### src/rtl/ihp_pkg.sv
package ihp_pkg;
  typedef enum logic [1:0] {
    SP_DATA = 2'b00,
    SP_CLO  = 2'b01,
    SP_CHI  = 2'b10,
    SP_INT  = 2'b11
  } space_t;

  localparam logic [1:0] RG_CTRL = 2'd0;
  localparam logic [1:0] RG_LOW  = 2'd1;
  localparam logic [1:0] RG_MODE = 2'd2;
  localparam logic [1:0] RG_WIN  = 2'd3;
endpackage

### src/rtl/ihp_ptr_next.sv
module ihp_ptr_next
  import ihp_pkg::*;
#(
  parameter int AW = 9
) (
  input  logic [AW-1:0] ptr_i,
  input  space_t        sp_i,
  input  logic          is_wr_i,
  input  logic          inc_rd_i,
  input  logic          inc_wr_i,
  output logic [AW-1:0] ptr_o,
  output space_t        sp_o
);
  localparam logic [AW-1:0] ONE = {{(AW-1){1'b0}}, 1'b1};

  logic inc_en;
  assign inc_en = is_wr_i ? inc_wr_i : inc_rd_i;

  always_comb begin
    ptr_o = ptr_i;
    sp_o  = sp_i;
    unique case (sp_i)
      SP_DATA: if (inc_en) ptr_o = ptr_i + ONE;
      SP_CLO:  sp_o = SP_CHI;
      SP_CHI: begin
        if (inc_en) begin
          ptr_o = ptr_i + ONE;
          sp_o  = SP_CLO;
        end
      end
      default: ;
    endcase
  end
endmodule

### src/rtl/ihp_seq.sv
module ihp_seq (
  input  logic clk,
  input  logic rst_n,
  input  logic start_i,
  input  logic done_i,
  output logic busy_o
);
  logic busy_q, busy_d;

  always_comb begin
    busy_d = busy_q;
    if (start_i)     busy_d = 1'b1;
    else if (done_i) busy_d = 1'b0;
  end

  always_ff @(posedge clk or negedge rst_n) begin
    if (!rst_n) busy_q <= 1'b0;
    else        busy_q <= busy_d;
  end

  assign busy_o = busy_q;
endmodule

### src/rtl/ind_host_port.sv
module ind_host_port
  import ihp_pkg::*;
#(
  parameter int DW    = 8,
  parameter int AW    = 9,
  parameter int LIMIT = 384
) (
  input  logic          clk,
  input  logic          rst_n,
  input  logic          bus_stb,
  input  logic          bus_wr,
  input  logic [1:0]    bus_addr,
  input  logic [DW-1:0] bus_wdata,
  output logic [DW-1:0] bus_rdata,
  output logic          bus_ready,
  output logic          mem_req,
  output logic          mem_we,
  output logic [1:0]    mem_space,
  output logic [AW-1:0] mem_addr,
  output logic [DW-1:0] mem_wdata,
  input  logic          mem_ack,
  input  logic [DW-1:0] mem_rdata
);
  localparam int HI_W    = AW - DW;
  localparam int SEL_LSB = HI_W;
  localparam int IRD_BIT = DW - 2;
  localparam int IWR_BIT = DW - 1;

  logic [DW-1:0] ctrl_q, ctrl_d;
  logic [AW-1:0] ptr_q, ptr_d, ptr_nx;
  space_t        sp_q, sp_d, sp_nx;
  logic          inc_rd_q, inc_rd_d, inc_wr_q, inc_wr_d;
  logic [DW-1:0] rdata_q, rdata_d;
  logic [DW-1:0] wdata_q, wdata_d;
  logic          wr_q, wr_d;
  logic          busy, accept, is_win, in_rng;
  logic          start, oor_done, mem_done, dir;
  logic [DW-1:0] mode_rd;

  generate
    if (LIMIT >= (1 << AW)) begin : g_full
      assign in_rng = 1'b1;
    end else begin : g_lim
      localparam logic [AW:0] LIM_V = (AW+1)'(LIMIT);
      assign in_rng = ({1'b0, ptr_q} < LIM_V);
    end
  endgenerate

  assign accept   = bus_stb && !busy;
  assign is_win   = (bus_addr == RG_WIN);
  assign start    = accept && is_win && in_rng;
  assign oor_done = accept && is_win && !in_rng;
  assign mem_done = busy && mem_ack;
  assign dir      = busy ? wr_q : bus_wr;

  ihp_seq u_seq (
    .clk     (clk),
    .rst_n   (rst_n),
    .start_i (start),
    .done_i  (mem_done),
    .busy_o  (busy)
  );

  ihp_ptr_next #(.AW(AW)) u_next (
    .ptr_i    (ptr_q),
    .sp_i     (sp_q),
    .is_wr_i  (dir),
    .inc_rd_i (inc_rd_q),
    .inc_wr_i (inc_wr_q),
    .ptr_o    (ptr_nx),
    .sp_o     (sp_nx)
  );

  always_comb begin
    mode_rd                  = '0;
    mode_rd[IWR_BIT]         = inc_wr_q;
    mode_rd[IRD_BIT]         = inc_rd_q;
    mode_rd[SEL_LSB +: 2]    = sp_q;
    mode_rd[HI_W-1:0]        = ptr_q[AW-1:DW];
  end

  always_comb begin
    ctrl_d   = ctrl_q;
    ptr_d    = ptr_q;
    sp_d     = sp_q;
    inc_rd_d = inc_rd_q;
    inc_wr_d = inc_wr_q;
    rdata_d  = rdata_q;
    wdata_d  = wdata_q;
    wr_d     = wr_q;
    if (accept) begin
      unique case (bus_addr)
        RG_CTRL: begin
          if (bus_wr) ctrl_d = bus_wdata;
          else        rdata_d = ctrl_q;
        end
        RG_LOW: begin
          if (bus_wr) ptr_d[DW-1:0] = bus_wdata;
          else        rdata_d = ptr_q[DW-1:0];
        end
        RG_MODE: begin
          if (bus_wr) begin
            inc_wr_d       = bus_wdata[IWR_BIT];
            inc_rd_d       = bus_wdata[IRD_BIT];
            sp_d           = space_t'(bus_wdata[SEL_LSB +: 2]);
            ptr_d[AW-1:DW] = bus_wdata[HI_W-1:0];
          end else begin
            rdata_d = mode_rd;
          end
        end
        default: begin
          wr_d    = bus_wr;
          wdata_d = bus_wdata;
          if (!in_rng) begin
            if (!bus_wr) rdata_d = '0;
            ptr_d = ptr_nx;
            sp_d  = sp_nx;
          end
        end
      endcase
    end
    if (mem_done) begin
      if (!wr_q) rdata_d = mem_rdata;
      ptr_d = ptr_nx;
      sp_d  = sp_nx;
    end
  end

  always_ff @(posedge clk or negedge rst_n) begin
    if (!rst_n) begin
      ctrl_q   <= '0;
      ptr_q    <= '0;
      sp_q     <= SP_DATA;
      inc_rd_q <= 1'b0;
      inc_wr_q <= 1'b0;
      rdata_q  <= '0;
      wdata_q  <= '0;
      wr_q     <= 1'b0;
    end else begin
      ctrl_q   <= ctrl_d;
      ptr_q    <= ptr_d;
      sp_q     <= sp_d;
      inc_rd_q <= inc_rd_d;
      inc_wr_q <= inc_wr_d;
      rdata_q  <= rdata_d;
      wdata_q  <= wdata_d;
      wr_q     <= wr_d;
    end
  end

  assign bus_rdata = rdata_q;
  assign bus_ready = !busy;
  assign mem_req   = busy;
  assign mem_we    = wr_q;
  assign mem_space = sp_q;
  assign mem_addr  = ptr_q;
  assign mem_wdata = wdata_q;
endmodule

### config.mk
export PLATFORM = sky130hd
export DESIGN_NAME = ind_host_port
export DESIGN_NICKNAME = d
export VERILOG_FILES = /design/src/rtl/ihp_pkg.sv /design/src/rtl/ihp_ptr_next.sv /design/src/rtl/ihp_seq.sv /design/src/rtl/ind_host_port.sv
export SDC_FILE = /design/constraint.sdc
export NUM_CORES = 1
export LEC_CHECK = 0
export ABC_CLOCK_PERIOD_IN_PS = 2200
export BUFFER_PORTS_ARGS = -buffer_cell sky130_fd_sc_hd__buf_2
export CORE_UTILIZATION = 50
export CTS_BUF_LIST = sky130_fd_sc_hd__clkbuf_16
export CTS_CLUSTER_DIAMETER = 120
export CTS_CLUSTER_SIZE = 14
export DETAILED_ROUTE_END_ITERATION = 10
export GPL_TIMING_DRIVEN = 0
export MAX_ROUTING_LAYER = met4
export PLACE_DENSITY = 0.74
export SYNTH_ARGS = -nofsm -noshare
export SYNTH_HDL_FRONTEND = slang
export SYNTH_SLANG_ARGS = --single-unit
### constraint.sdc
create_clock -name clk -period 2.2 [get_ports clk]
set_input_delay 0.22 -clock clk [delete_from_list [all_inputs] [get_ports clk]]
set_output_delay 0.22 -clock clk [all_outputs]
set_load 0.005 [all_outputs]
* Word level (Yosys, flattened, before mapping)
Index checks and enable logic that the tools add are counted.
** Storage, ports and cells
- Bits in registers :: 39
- Memories :: 0
- Bits of input ports :: 23
- ROM bits :: 0
- Memory bits (writable) :: 0
- Latch bits :: 0
** Operators by class
- Add/sub/neg operators :: 1
- Shift operators :: 0
- Order comparisons :: 1
- Eq/ne operators :: 11
- Reductions and logical operators :: 18
- Divide/modulo/power cells :: 0
- $mul :: 0
- Bitwise logic cells :: 1
- Multiplexer cells :: 29
** Operator list (count)
- 2-to-1 mux 8 bit :: 9
- 2-to-1 mux 9 bit :: 5
- one-hot mux 8 bit (3 select lines) :: 1
- one-hot mux 8 bit (2 select lines) :: 1
- 2-to-1 mux 2 bit :: 5
- adder 9 x 1 -> 9 bit (second input constant) :: 1
- less-than comparator 9 bit (second input constant) :: 1
- one-hot mux 2 bit (2 select lines) :: 2
- AND reduction 4 bit :: 2
- equality test 2 bit (second input constant) :: 3
- inequality test 3 x 1 -> 1 bit (second input constant) :: 2
- inequality test 3 bit (second input constant) :: 2
- AND reduction 3 bit :: 2
- OR reduction 2 bit :: 3
- 2-to-1 mux 1 bit :: 5
- equality test 2 x 1 -> 1 bit (second input constant) :: 2
- logical AND 1 bit :: 4
- zero test 2 bit :: 2
- inequality test 2 x 1 -> 1 bit (second input constant) :: 2
- nonzero test 2 bit :: 2
- OR reduction 3 bit :: 1
- one-hot mux 1 bit (2 select lines) :: 1
- AND reduction 2 bit :: 1
- zero test 1 bit :: 1
- inverter 1 bit :: 1

* Longest topological paths before layout
Gate-level depths: netlist of the first run.
- Depth after elaboration :: 8
- Gate-level depth with buffers :: 7
- Mapped depth without buffers :: 7

* Modules after synthesis
A second synthesis of the first run with hierarchy kept.
** Unflattened totals
- Cell total of the unflattened synthesis :: 200
- Area, all modules :: 2228.4 um2
** By module, submodules not included
- ind_host_port :: instances 1, seq. area each 950.9 um2, area each 1918.1 um2, cells an instance 161
- ihp_ptr_next :: instances 1, seq. area each 0.0 um2, area each 274.0 um2, cells an instance 36
- ihp_seq :: instances 1, seq. area each 25.0 um2, area each 36.3 um2, cells an instance 3

* Least setup slack after synthesis of the first run
OpenSTA, ideal clock, no wires.
- Path kind :: flip-flop to flip-flop
- Start :: reg u_seq.busy_q, in the netlist u_seq.busy_o
- End :: reg ptr_q[8], in the netlist mem_addr[8]
- Setup time :: 79 ps
- Clock period less this slack :: 1875 ps
- Stages on the path, launching flop included :: 6
- Slack :: 325 ps
- Buffers on the path :: 0
- Arrival time :: 1796 ps
- Cell sequence :: dfrtp_1 -> mux2i_1 -> mux2_4 -> or3_1 -> a21boi_1 -> a2bb2oi_1
** On the way
- Word-level cells in the longest chain between the ends :: 8
- Elaborated cells between the ends (all ways) :: 16
** Ends and longest elaborated chain
- start, declared :: RTL line ihp_seq.sv:8 : logic busy_q, busy_d;
- start signal, assigned :: RTL line ihp_seq.sv:18 : else busy_q <= busy_d;
- 2-to-1 mux 1 bit :: RTL line ind_host_port.sv:54 : assign dir = busy ? wr_q : bus_wr;
- 2-to-1 mux 1 bit :: RTL line ihp_ptr_next.sv:17 : assign inc_en = is_wr_i ? inc_wr_i : inc_rd_i;
- 2-to-1 mux 9 bit :: RTL line ihp_ptr_next.sv:23, ihp_ptr_next.sv:26
- 2-to-1 mux 9 bit
- 2-to-1 mux 9 bit :: RTL line ind_host_port.sv:114 : if (!in_rng) begin
- one-hot mux 1 bit (2 select lines) :: RTL line ind_host_port.sv:92 : unique case (bus_addr)
- 2-to-1 mux 9 bit :: RTL line ind_host_port.sv:91 : if (accept) begin
- 2-to-1 mux 9 bit :: RTL line ind_host_port.sv:122 : if (mem_done) begin
- end signal, assigned :: RTL line ind_host_port.sv:141 : ptr_q <= ptr_d;
- end, declared :: RTL line ind_host_port.sv:30 : logic [AW-1:0] ptr_q, ptr_d, ptr_nx;
Parallel ways exist; a longest one is shown, timed or not. The select of a mux whose other input is x is not followed.
A chain may end at the register's enable or synchronous reset.

* Final worst setup path of the first run
- Start :: reg u_seq.busy_q, in the netlist u_seq.busy_o
- End :: reg ptr_q[5], in the netlist mem_addr[5]
** On the way
- Word-level cells in the longest chain between the ends :: 8
- Elaborated cells between the ends (all ways) :: 16
** Ends and longest elaborated chain (RTL line)
- 2-to-1 mux 1 bit :: ind_host_port.sv:54
- 2-to-1 mux 1 bit :: ihp_ptr_next.sv:17
- 2-to-1 mux 9 bit :: ihp_ptr_next.sv:23, ihp_ptr_next.sv:26
- 2-to-1 mux 9 bit
- 2-to-1 mux 9 bit :: ind_host_port.sv:114
- one-hot mux 8 bit (2 select lines) :: ind_host_port.sv:92
- 2-to-1 mux 9 bit :: ind_host_port.sv:91
- 2-to-1 mux 9 bit :: ind_host_port.sv:122
Parallel ways exist; a longest one is shown, timed or not. The select of a mux whose other input is x is not followed.

==> results of run 1 <==
-- per-stage QoR --
stage	util, %	power, mW	TNS [ns]
6_report	64.6	2.57	0
2_1_floorplan	-	1.56	0
3_3_place_gp	61.0	1.86	-0.0268
3_5_place_dp	61.0	1.89	-0.136
4_1_cts	64.4	2.57	0
5_1_grt	64.6	2.75	0
-- state kept, by name (all words and copies together) (netlist names) --
| name | cells |
|---|---|
| mem_space | 2 |
| mem_addr | 9 |
| mem_wdata | 8 |
| mem_we | 1 |
| inc_rd_q | 1 |
| bus_rdata | 8 |
| inc_wr_q | 1 |
| u_seq.busy_o | 1 |
| ctrl_q | 8 |
-- routing by layer --
layer / global-route usage, % / share of wire [%] / vias to the layer above
li1: - / - / 920
met1: 34.1 / 47 / 906
met2: 40.2 / 45 / 80
met3: 6.00 / 5.9 / 14
met4: 11.7 / 2.1 / 0
met5: - / 0 / -
-- layout by cell type, fill, tap and decap left out, types with 2 or more instances in the layout --
master,n
clkinv_1,2
nor2_1,22
a21oi_1,7
nor3_1,4
mux2i_2,2
a21boi_1,2
o22a_1,3
and2_1,4
nor4_1,2
a311oi_1,3
o22ai_1,2
a31oi_1,2
nand2_1,16
buf_2,52
nand2_2,2
inv_1,7
clkbuf_1,6
a221oi_1,7
o21ai_0,8
clkbuf_16,5
o21ai_1,8
mux2i_1,6
nand3_1,4
mux2_1,10
nand4b_1,2
and3_1,4
dfrtp_1,39
a211oi_1,3
mux2_2,12
ha_1,4
nor2b_1,7
or2_1,2
-- worst max path at each step --
stage,startpoint,end,slack [ns],cells after the start
detailed placement,u_seq.busy_o$_DFFE_PN0P_,mem_addr[3]$_DFFE_PN0P_,-0.08,5
floorplan,u_seq.busy_o$_DFFE_PN0P_,mem_addr[8]$_DFFE_PN0P_,0.32,5
CTS,u_seq.busy_o$_DFFE_PN0P_,mem_addr[3]$_DFFE_PN0P_,0.02,5
finish,u_seq.busy_o$_DFFE_PN0P_,mem_addr[5]$_DFFE_PN0P_,0.13,5
global route,u_seq.busy_o$_DFFE_PN0P_,mem_addr[4]$_DFFE_PN0P_,0.02,7
global placement,u_seq.busy_o$_DFFE_PN0P_,mem_addr[5]$_DFFE_PN0P_,-0.02,5
-- worst max-delay path: stages, from the launching register on --
cell	delay, ns
dfrtp_1	0.47
mux2i_2	0.38
mux2i_2	0.47
nand2_2	0.19
nor4b_1	0.36
nor3_1	0.08
-- synthesized netlist by cell type, types with 3 or more instances --
master | count | share of area, %
dfrtp_1 | 39 | 45
nor2_1 | 22 | 3.8
nand2_1 | 18 | 3.1
mux2_2 | 12 | 6.2
mux2_1 | 10 | 5.2
mux2i_1 | 8 | 3.7
o21ai_0 | 8 | 1.8
o21ai_1 | 8 | 1.8
a21oi_1 | 7 | 1.6
a221oi_1 | 7 | 2.8
nor2b_1 | 7 | 2.0
clkbuf_1 | 6 | 1.0
inv_1 | 6 | 1.0
and2_1 | 4 | 1.2
and3_1 | 4 | 1.2
ha_1 | 4 | 2.3
nand3_1 | 4 | 0.92
nor3_1 | 4 | 0.92
a211oi_1 | 3 | 1.0
a311oi_1 | 3 | 1.2
o22a_1 | 3 | 1.2
-- cells by family (layout without fill, tap and decap cells) --
family	Yosys count	after routing	share of synthesized area, %
adders and majority gates	4	4	2.30
and+or+nand+nor	78	78	18.1
buffers and inverters	14	73	2.47
muxes	31	31	15.8
DFF	39	39	44.9
AOI/OAI and AO/OA	52	52	16.5
-- what timing repair did --
action,in CTS,in global routing
setup buffers,0,0
gates resized for setup,1,3
setup endpoints to repair,5,12
-- power groups by stage --
stage,logic (mW),registers (mW),clock network (mW)
after floorplan,0.488,1.07,0
after global placement,0.778,1.08,0
after detailed placement,0.796,1.09,0
after CTS,0.810,1.08,0.686
after global routing,0.922,1.11,0.720
final,0.816,1.08,0.675
-- area by class of cell --
type                    instances  area [um2]  area share [%]
multi-input cells             165        1160            43.8
flip-flops and latches         39         976            37.0
repair buffers                 51         255            9.67
clock buffers                   5         125            4.74
well taps                      50        62.6            2.37
plain buffers                   8        31.3            1.18
inverters                       6        22.5           0.853
clock inverters                 3        11.3           0.427
==> results.md, run 1 <==
- The worst voltage drop across the vdd grid is 0.000529 V.
- The source of the worst register-to-register timing path is u_seq.busy_o$_DFFE_PN0P_.
- In this run the static leakage power is roughly 1.2 nW.
- The power dissipated by switching net loads is approximately 0.85 mW.
- The number of ports placed on the die boundary is 53.
- Counting every instance in the synthesized netlist gives between 200 and 250.
- The weighted congestion at the end of routability-driven global placement is 0.943.
- The via count of the first global-routing pass is approximately 1800.
- Setup repair after global routing left no endpoint under its margin.
- Among all flip-flop cells after synthesis, the most frequent one is dfrtp_1.
- The net switching share of the total power is roughly a third.
- In this run the number of H-tree levels came out at 2.
- The post-place instance area is between 2000 and 2500 um2.
- The share of the clock period used by the worst path after layout is a little over nine tenths.
- The number of instances in the placed design is between 300 and 400.
- The relative contribution of the clock network to total power is about a quarter.
- After synthesis, the share of flip-flops with an asynchronous set or reset is 100%.
- The number of sinks driven by the clock tree is 39.
- Relative to the synthesized area, the layout overhead comes to 21.5%.
- The total standard cell area after synthesis is around 2200 um2.
- The number of hold buffers added after CTS was 0.
- For this block, the routed nets add up to ~5400 um of wire.
- At the pin with the least slew margin, the transition time is approximately 0.87 ns.
- The effective utilization at floorplan is 53.2%.
- The number of port buffers is 51.
- The number of antenna violations at the first check in global routing is 0.
- The area of the die is between 4000 and 5000 um2.
- The total core area is ~4100 um2.
- TritonCTS built the clock tree.
- Synthesis instantiated 46 different standard cells from the library.
- For the worst-skew pair, the clock arrives at the later sink with an insertion delay of between 0.2 and 0.3 ns.
- The number of hold violations in the final report came to 0.
- The sequential fraction of the synthesis area is between 40 and 50%.
- The via density per instance is 5.87.
- Fill cells in the final layout number 355.
- The pin count of the biggest net entering global routing is 40.
- The flop-to-flop setup slack is 0.13 ns.
- The highest net fanout along the worst path is 6.
- On the final layout, the worst clock skew is ~0.0025 ns.
- The final design area excluding fillers is around 2600 um2.
- The iteration count of the initial detailed-routing pass is 4.
- The final period demand of the worst path is 2.07 ns.
- Counting flops with a built-in enable in the synthesized netlist gives 0.
- In the final routed layout, each cell accounts on average for between 15 and 20 um.
- In this run the deepest clock path goes through 2 buffers.
- Clock tree synthesis inserted a total of 5 buffers.
- The total power per unit cell area is about 970 nW/um2.
- The width of the chip is around 68 um.
- The fraction of final layout cells with drive strength greater than 1 is approximately 28%.
- The half-perimeter wire length after placement is between 3000 and 4000 um.
- The final setup slack of the worst path is around 0.13 ns.
- The number of max-slew violations in the final report is 0.
- The type of destination of the critical path is a flip-flop.
- The tool flagged a number of max-cap violations equal to 0.
- The total routing usage reported by global routing is a little over a quarter.
- Synthesis produced a netlist with a net count of roughly 250.
- The residual antenna-violating net count after detailed routing is 0.
- Internal power comes to around 1.7 mW.
- The count of cells in the finished layout, fillers not included, comes to ~330.
- The number of setup violations in the final report is 0.
- The worst setup path is launched from a flip-flop.
- The wire length of the first global-routing pass is ~8500 um.
- Hold timing on the final database bottoms out at a slack of approximately 0.057 ns.
- The worst endpoint data arrival time is 2.23 ns.
- In this run the worst hold path is classified as in -> async.
- The number of synthesis warnings is 0.
- The critical path class is reg -> reg.
- The worst-case setup slack after placement is -0.0751 ns.
- The fraction of power consumed by sequential logic is approximately two fifths.
- Per report_power, the combinational group accounts for a little under a third of the total.
- The initialized floorplan defines 23 standard-cell rows.
- The clock slew seen by the registers of the worst setup and hold paths is 0.05 ns.
- The flow ran to the end, and the final reports show no timing, DRC or antenna violations.
- The cell sitting at the root of the clock tree is a clkbuf_16.
- The number of antenna diodes in the final layout is 0.
- The worst register-to-register path has a depth of 5.
- The flop and latch count out of synthesis is 39.
- The peak clock frequency supported by timing is slightly below 0.5 GHz.
- The relative slew slack is a little over two fifths.
- The worst endpoint required time is between 2 and 2.5 ns.
- The number of violations reported at the end of detailed-routing iteration 0 is between 100 and 150.
- In this run the critical register-to-register path is captured at mem_addr[5]$_DFFE_PN0P_.
- The DRC violations left is 0.
- Dividing the synthesized area by the synthesized cell count gives 9.97 um2.
- Measured along the y axis, the die boundary spans just under 70 um.
- In the final design database the tool counted between 300 and 400 nets.
- The remaining global-route overflow is 0.
- The total vias in the final route is approximately 1900.
(Power assumes the default switching activity.)
==> inputs of run 2 (changes only) <==
SYNTH_HIERARCHICAL = 1   (was not set)
==> results.md, run 2 <==
- The peak clock frequency supported by timing was 0.461 GHz (was 0.483 GHz).
- The wire length of the first global-routing pass is 8020 um (was 8530 um).
- The gate count after technology mapping is 200 (was 218).
- The effective utilization at floorplan is 53.8% (was 53.2%).
- The later-pin clock latency in the skew report is 0.28 ns (about the same).
- The pin count of the biggest net entering global routing came to 40 (unchanged).
- Status: complete, no violations (unchanged).
- The width of the chip came to 68.8 um (was 67.9 um).
- The final period demand of the worst path is 2.17 ns (was 2.07 ns).
- The async set or reset register ratio after synthesis was 100% (unchanged).
- Unrepaired setup endpoints after global routing: true (was false).
- The flop and latch count out of synthesis is 39 (unchanged).
- The average wire per cell in the routed design came to 15.8 um (was 16.5 um).
- The number of buffers created by CTS is 5 (unchanged).
- The sequential fraction of the synthesis area came to 43.8% (was 44.9%).
- The total routing usage reported by global routing is 24.8% (was 26.7%).
- The area added between synthesis and finish came to 21.2% (was 21.5%).
- The number of synthesized flops with an enable pin came to 0 (unchanged).
- The total vias in the final route is 1733 (was 1920).
- Commonest cells after routing, fill and taps aside: buf_2, mux2_2, dfrtp_1, nor2_1, a21oi_1 (was buf_2, dfrtp_1, nor2_1, nand2_1, mux2_2).
- The number of placement rows came to 23 (unchanged).
- The clock slew seen by the registers of the worst setup and hold paths is 0.06 ns (was 0.05 ns).
- The half-perimeter wire length after placement is 3530 um (was 3820 um).
- The number of ports placed on the die boundary came to 53 (unchanged).
- The DRC violations left is 0 (unchanged).
- The total power per unit cell area is 1360 nW/um2 (was 973 nW/um2).
- The critical path class is reg -> reg (unchanged).
- The type of destination of the critical path is a flip-flop (unchanged).
- The worst-margin pin slew is 0.879 ns (was 0.873 ns).
- List of most frequent post-synthesis cells: mux2_2, dfrtp_1, nor2_1, a21oi_1, nand2_1 (was dfrtp_1, nor2_1, nand2_1, mux2_2, mux2_1).
- The total power after layout is 3.67 mW (was 2.57 mW).
- The mean cell area of the mapped netlist is 11.1 um2 (was 9.97 um2).
- The most frequent standard cell in the layout excluding fill and tap cells was buf_2 (unchanged).
- The post-place instance area was 2540 um2 (was 2490 um2).
- Cell-by-cell listing of the critical path: buf_6, o21ai_2, mux2i_2, buf_4, nor4_1, xor2_1, mux2_2, mux2_2 (was mux2i_2, mux2i_2, nand2_2, nor4b_1, nor3_1).
- The final design area excluding fillers is 2700 um2 (was 2640 um2).
- The area fraction of the dominant cell type after synthesis is 43.8% (was 44.9%).
- The via count of the first global-routing pass came to 1557 (was 1810).
- The worst endpoint data arrival time came to 2.34 ns (was 2.23 ns).
- The depth of the worst register-to-register path is 8 (was 5).
- The antenna diode instance count is 0 (unchanged).
- The number of setup violations in the final report was 0 (unchanged).
- The hold buffer count at cts was 0 (unchanged).
- The largest incremental delay on the critical path is 0.41 ns (was 0.47 ns).
- The number of synthesis warnings was 6 (was 0).
- The flip-flop count of the largest register, all copies and words added is 9 (unchanged).
- The relative slew slack is 41.4% (was 41.8%).
- The source of the worst register-to-register timing path was u_seq/busy_o$_DFFE_PN0P_ (was u_seq.busy_o$_DFFE_PN0P_).
- The number of hold violations in the final report came to 0 (unchanged).
- The total standard cell area after synthesis is 2230 um2 (was 2170 um2).
- The remaining global-route overflow is 0 (unchanged).
- The number of violations reported at the end of detailed-routing iteration 0 is 105 (was 116).
- The root cell of the clock tree is clkbuf_16 (unchanged).
- The total of fill cells in the finished design is 343 (was 355).
- The number of antenna violations at the first check in global routing came to 0 (unchanged).
- The iteration count of the initial detailed-routing pass is 4 (unchanged).
- The via density per instance is 5.59 (was 5.87).
- The number of port buffers is 50 (was 51).
- The fraction of final layout cells with drive strength greater than 1 is 44.6% (was 27.8%).
- The total of max-cap violations is 0 (unchanged).
- The worst min-delay path category is in -> async (unchanged).
- The maximum clock skew at final layout is 0.00228 ns (was 0.00247 ns).
- The flop-to-flop setup slack is 0.03 ns (was 0.13 ns).
- The weighted congestion at the end of routability-driven global placement is 0.823 (was 0.943).
- The share of the clock period used by the worst path after layout is 98.6% (was 94.1%).
- Top cells by area, synth: dfrtp_1, mux2_2, nor2_1 (was dfrtp_1, mux2_2, mux2_1).
- The residual antenna-violating net count after detailed routing was 0 (unchanged).
- The total core area is 4140 um2 (was 4090 um2).
- The most area-hungry cell type in the Yosys netlist is dfrtp_1 (unchanged).
- The height of the die was 68.8 um (was 67.9 um).
- The number of nets in the finished design was 286 (was 303).
- The distinct cell type count after synthesis came to 40 (was 46).
- The depth of the CTS H-tree was 2 (unchanged).
- The cell occurring most often along the worst timing path was mux2_2 (was mux2i_2).
- The maximum root-to-sink buffer count came to 2 (unchanged).
- The reported leakage power is 1.29 nW (was 1.22 nW).
- The number of max-slew violations in the final report was 0 (unchanged).
- The dominant cell by count in the synthesized netlist is mux2_2 (was dfrtp_1).
- The kind of start point of the critical path is a flip-flop (unchanged).
- The highest net fanout along the worst path is 8 (was 6).
- The prevailing post-synth register cell is dfrtp_1 (unchanged).
- The number of sinks driven by the clock tree is 39 (unchanged).
- The clock tree from TritonCTS is yes (unchanged).
- The aggregate routed wire length was 4910 um (was 5390 um).
- The cell with the largest stage delay on the worst path is nor4_1 (was dfrtp_1).
- The worst endpoint required time came to 2.37 ns (was 2.36 ns).
- The area of the die came to 4730 um2 (was 4610 um2).
- The total nets after synthesis is 227 (was 245).
- The worst voltage drop across the vdd grid was 0.000815 V (was 0.000529 V).
- The capturing point of the worst reg2reg path is mem_addr[7]$_DFFE_PN0P_ (was mem_addr[5]$_DFFE_PN0P_).
==> run 2: cell type report <==
class / count / area [um2] / share of cell area [%]
plain buffers: 6 / 35.0 / 1.30
clock buffers: 5 / 125 / 4.63
clock inverters: 3 / 11.3 / 0.417
inverters: 7 / 26.3 / 0.973
multi-input cells: 148 / 1200 / 44.4
flip-flops and latches: 39 / 976 / 36.1
well taps: 50 / 62.6 / 2.32
repair buffers: 52 / 265 / 9.82
==> run 2: cell families (layout without fill, tap and decap cells) <==
| group | count (synthesis) | after routing | synth area share [%] |
|---|---|---|---|
| mux | 51 | 51 | 25.4 |
| simple gates | 50 | 50 | 12.1 |
| flops | 39 | 39 | 43.8 |
| compound gates | 35 | 35 | 10.6 |
| buf+inv | 13 | 73 | 2.75 |
| xor+xnor | 8 | 8 | 3.14 |
| fa+ha+maj | 4 | 4 | 2.25 |
==> run 2: what timing repair did <==
item                       CTS  global route
buffers inserted             2             0
setup endpoints to repair    7             6
resized for setup            3             0
==> run 2: critical path: cells and delay by family (launching register included) <==
kind / cells / cell delay [ns]
xor+xnor: 1 / 0.12
flops: 1 / 0.40
compound gates: 1 / 0.21
simple gates: 1 / 0.41
mux: 3 / 0.62
buf+inv: 2 / 0.30
==> run 2: worst max path at each step <==
| stage | start | to | slack, ns |
|---|---|---|---|
| after global routing | u_seq/busy_o$_DFFE_PN0P_ | mem_addr[2]$_DFFE_PN0P_ | -0.04 |
| final | u_seq/busy_o$_DFFE_PN0P_ | mem_addr[7]$_DFFE_PN0P_ | 0.03 |
| after global placement | u_seq/busy_o$_DFFE_PN0P_ | mem_addr[8]$_DFFE_PN0P_ | -0.26 |
| after CTS | u_seq/busy_o$_DFFE_PN0P_ | mem_addr[1]$_DFFE_PN0P_ | 0.06 |
| after floorplan | u_seq/busy_o$_DFFE_PN0P_ | mem_addr[8]$_DFFE_PN0P_ | 0.007 |
| after detailed placement | u_seq/busy_o$_DFFE_PN0P_ | mem_addr[8]$_DFFE_PN0P_ | -0.25 |
==> run 2: layer usage <==
layer,part of all wire (%),track usage (%)
met3,4.9,5.59
met5,0,-
met4,1.2,8.16
met1,49,34.4
met2,44,35.8
==> run 2: power breakdown <==
group / switching [mW] / total (mW) / internal (mW)
clock: 0.269 / 0.676 / 0.408
sequential: 0.328 / 1.40 / 1.07
combinational: 0.695 / 1.60 / 0.903
==> run 2: per-stage QoR <==
step	worst slack, ns	instances	TNS (ns)	hold slack [ns]	util [%]
after floorplan	0.00714	200	0	-0.0756	-
after global placement	-0.262	300	-1.18	0.389	61.3
after detailed placement	-0.248	300	-1.13	0.390	61.3
after CTS	0.0631	310	0	0.0932	65.2
after global routing	-0.0386	310	-0.155	0.130	65.2
final	0.0297	310	0	0.0486	65.2
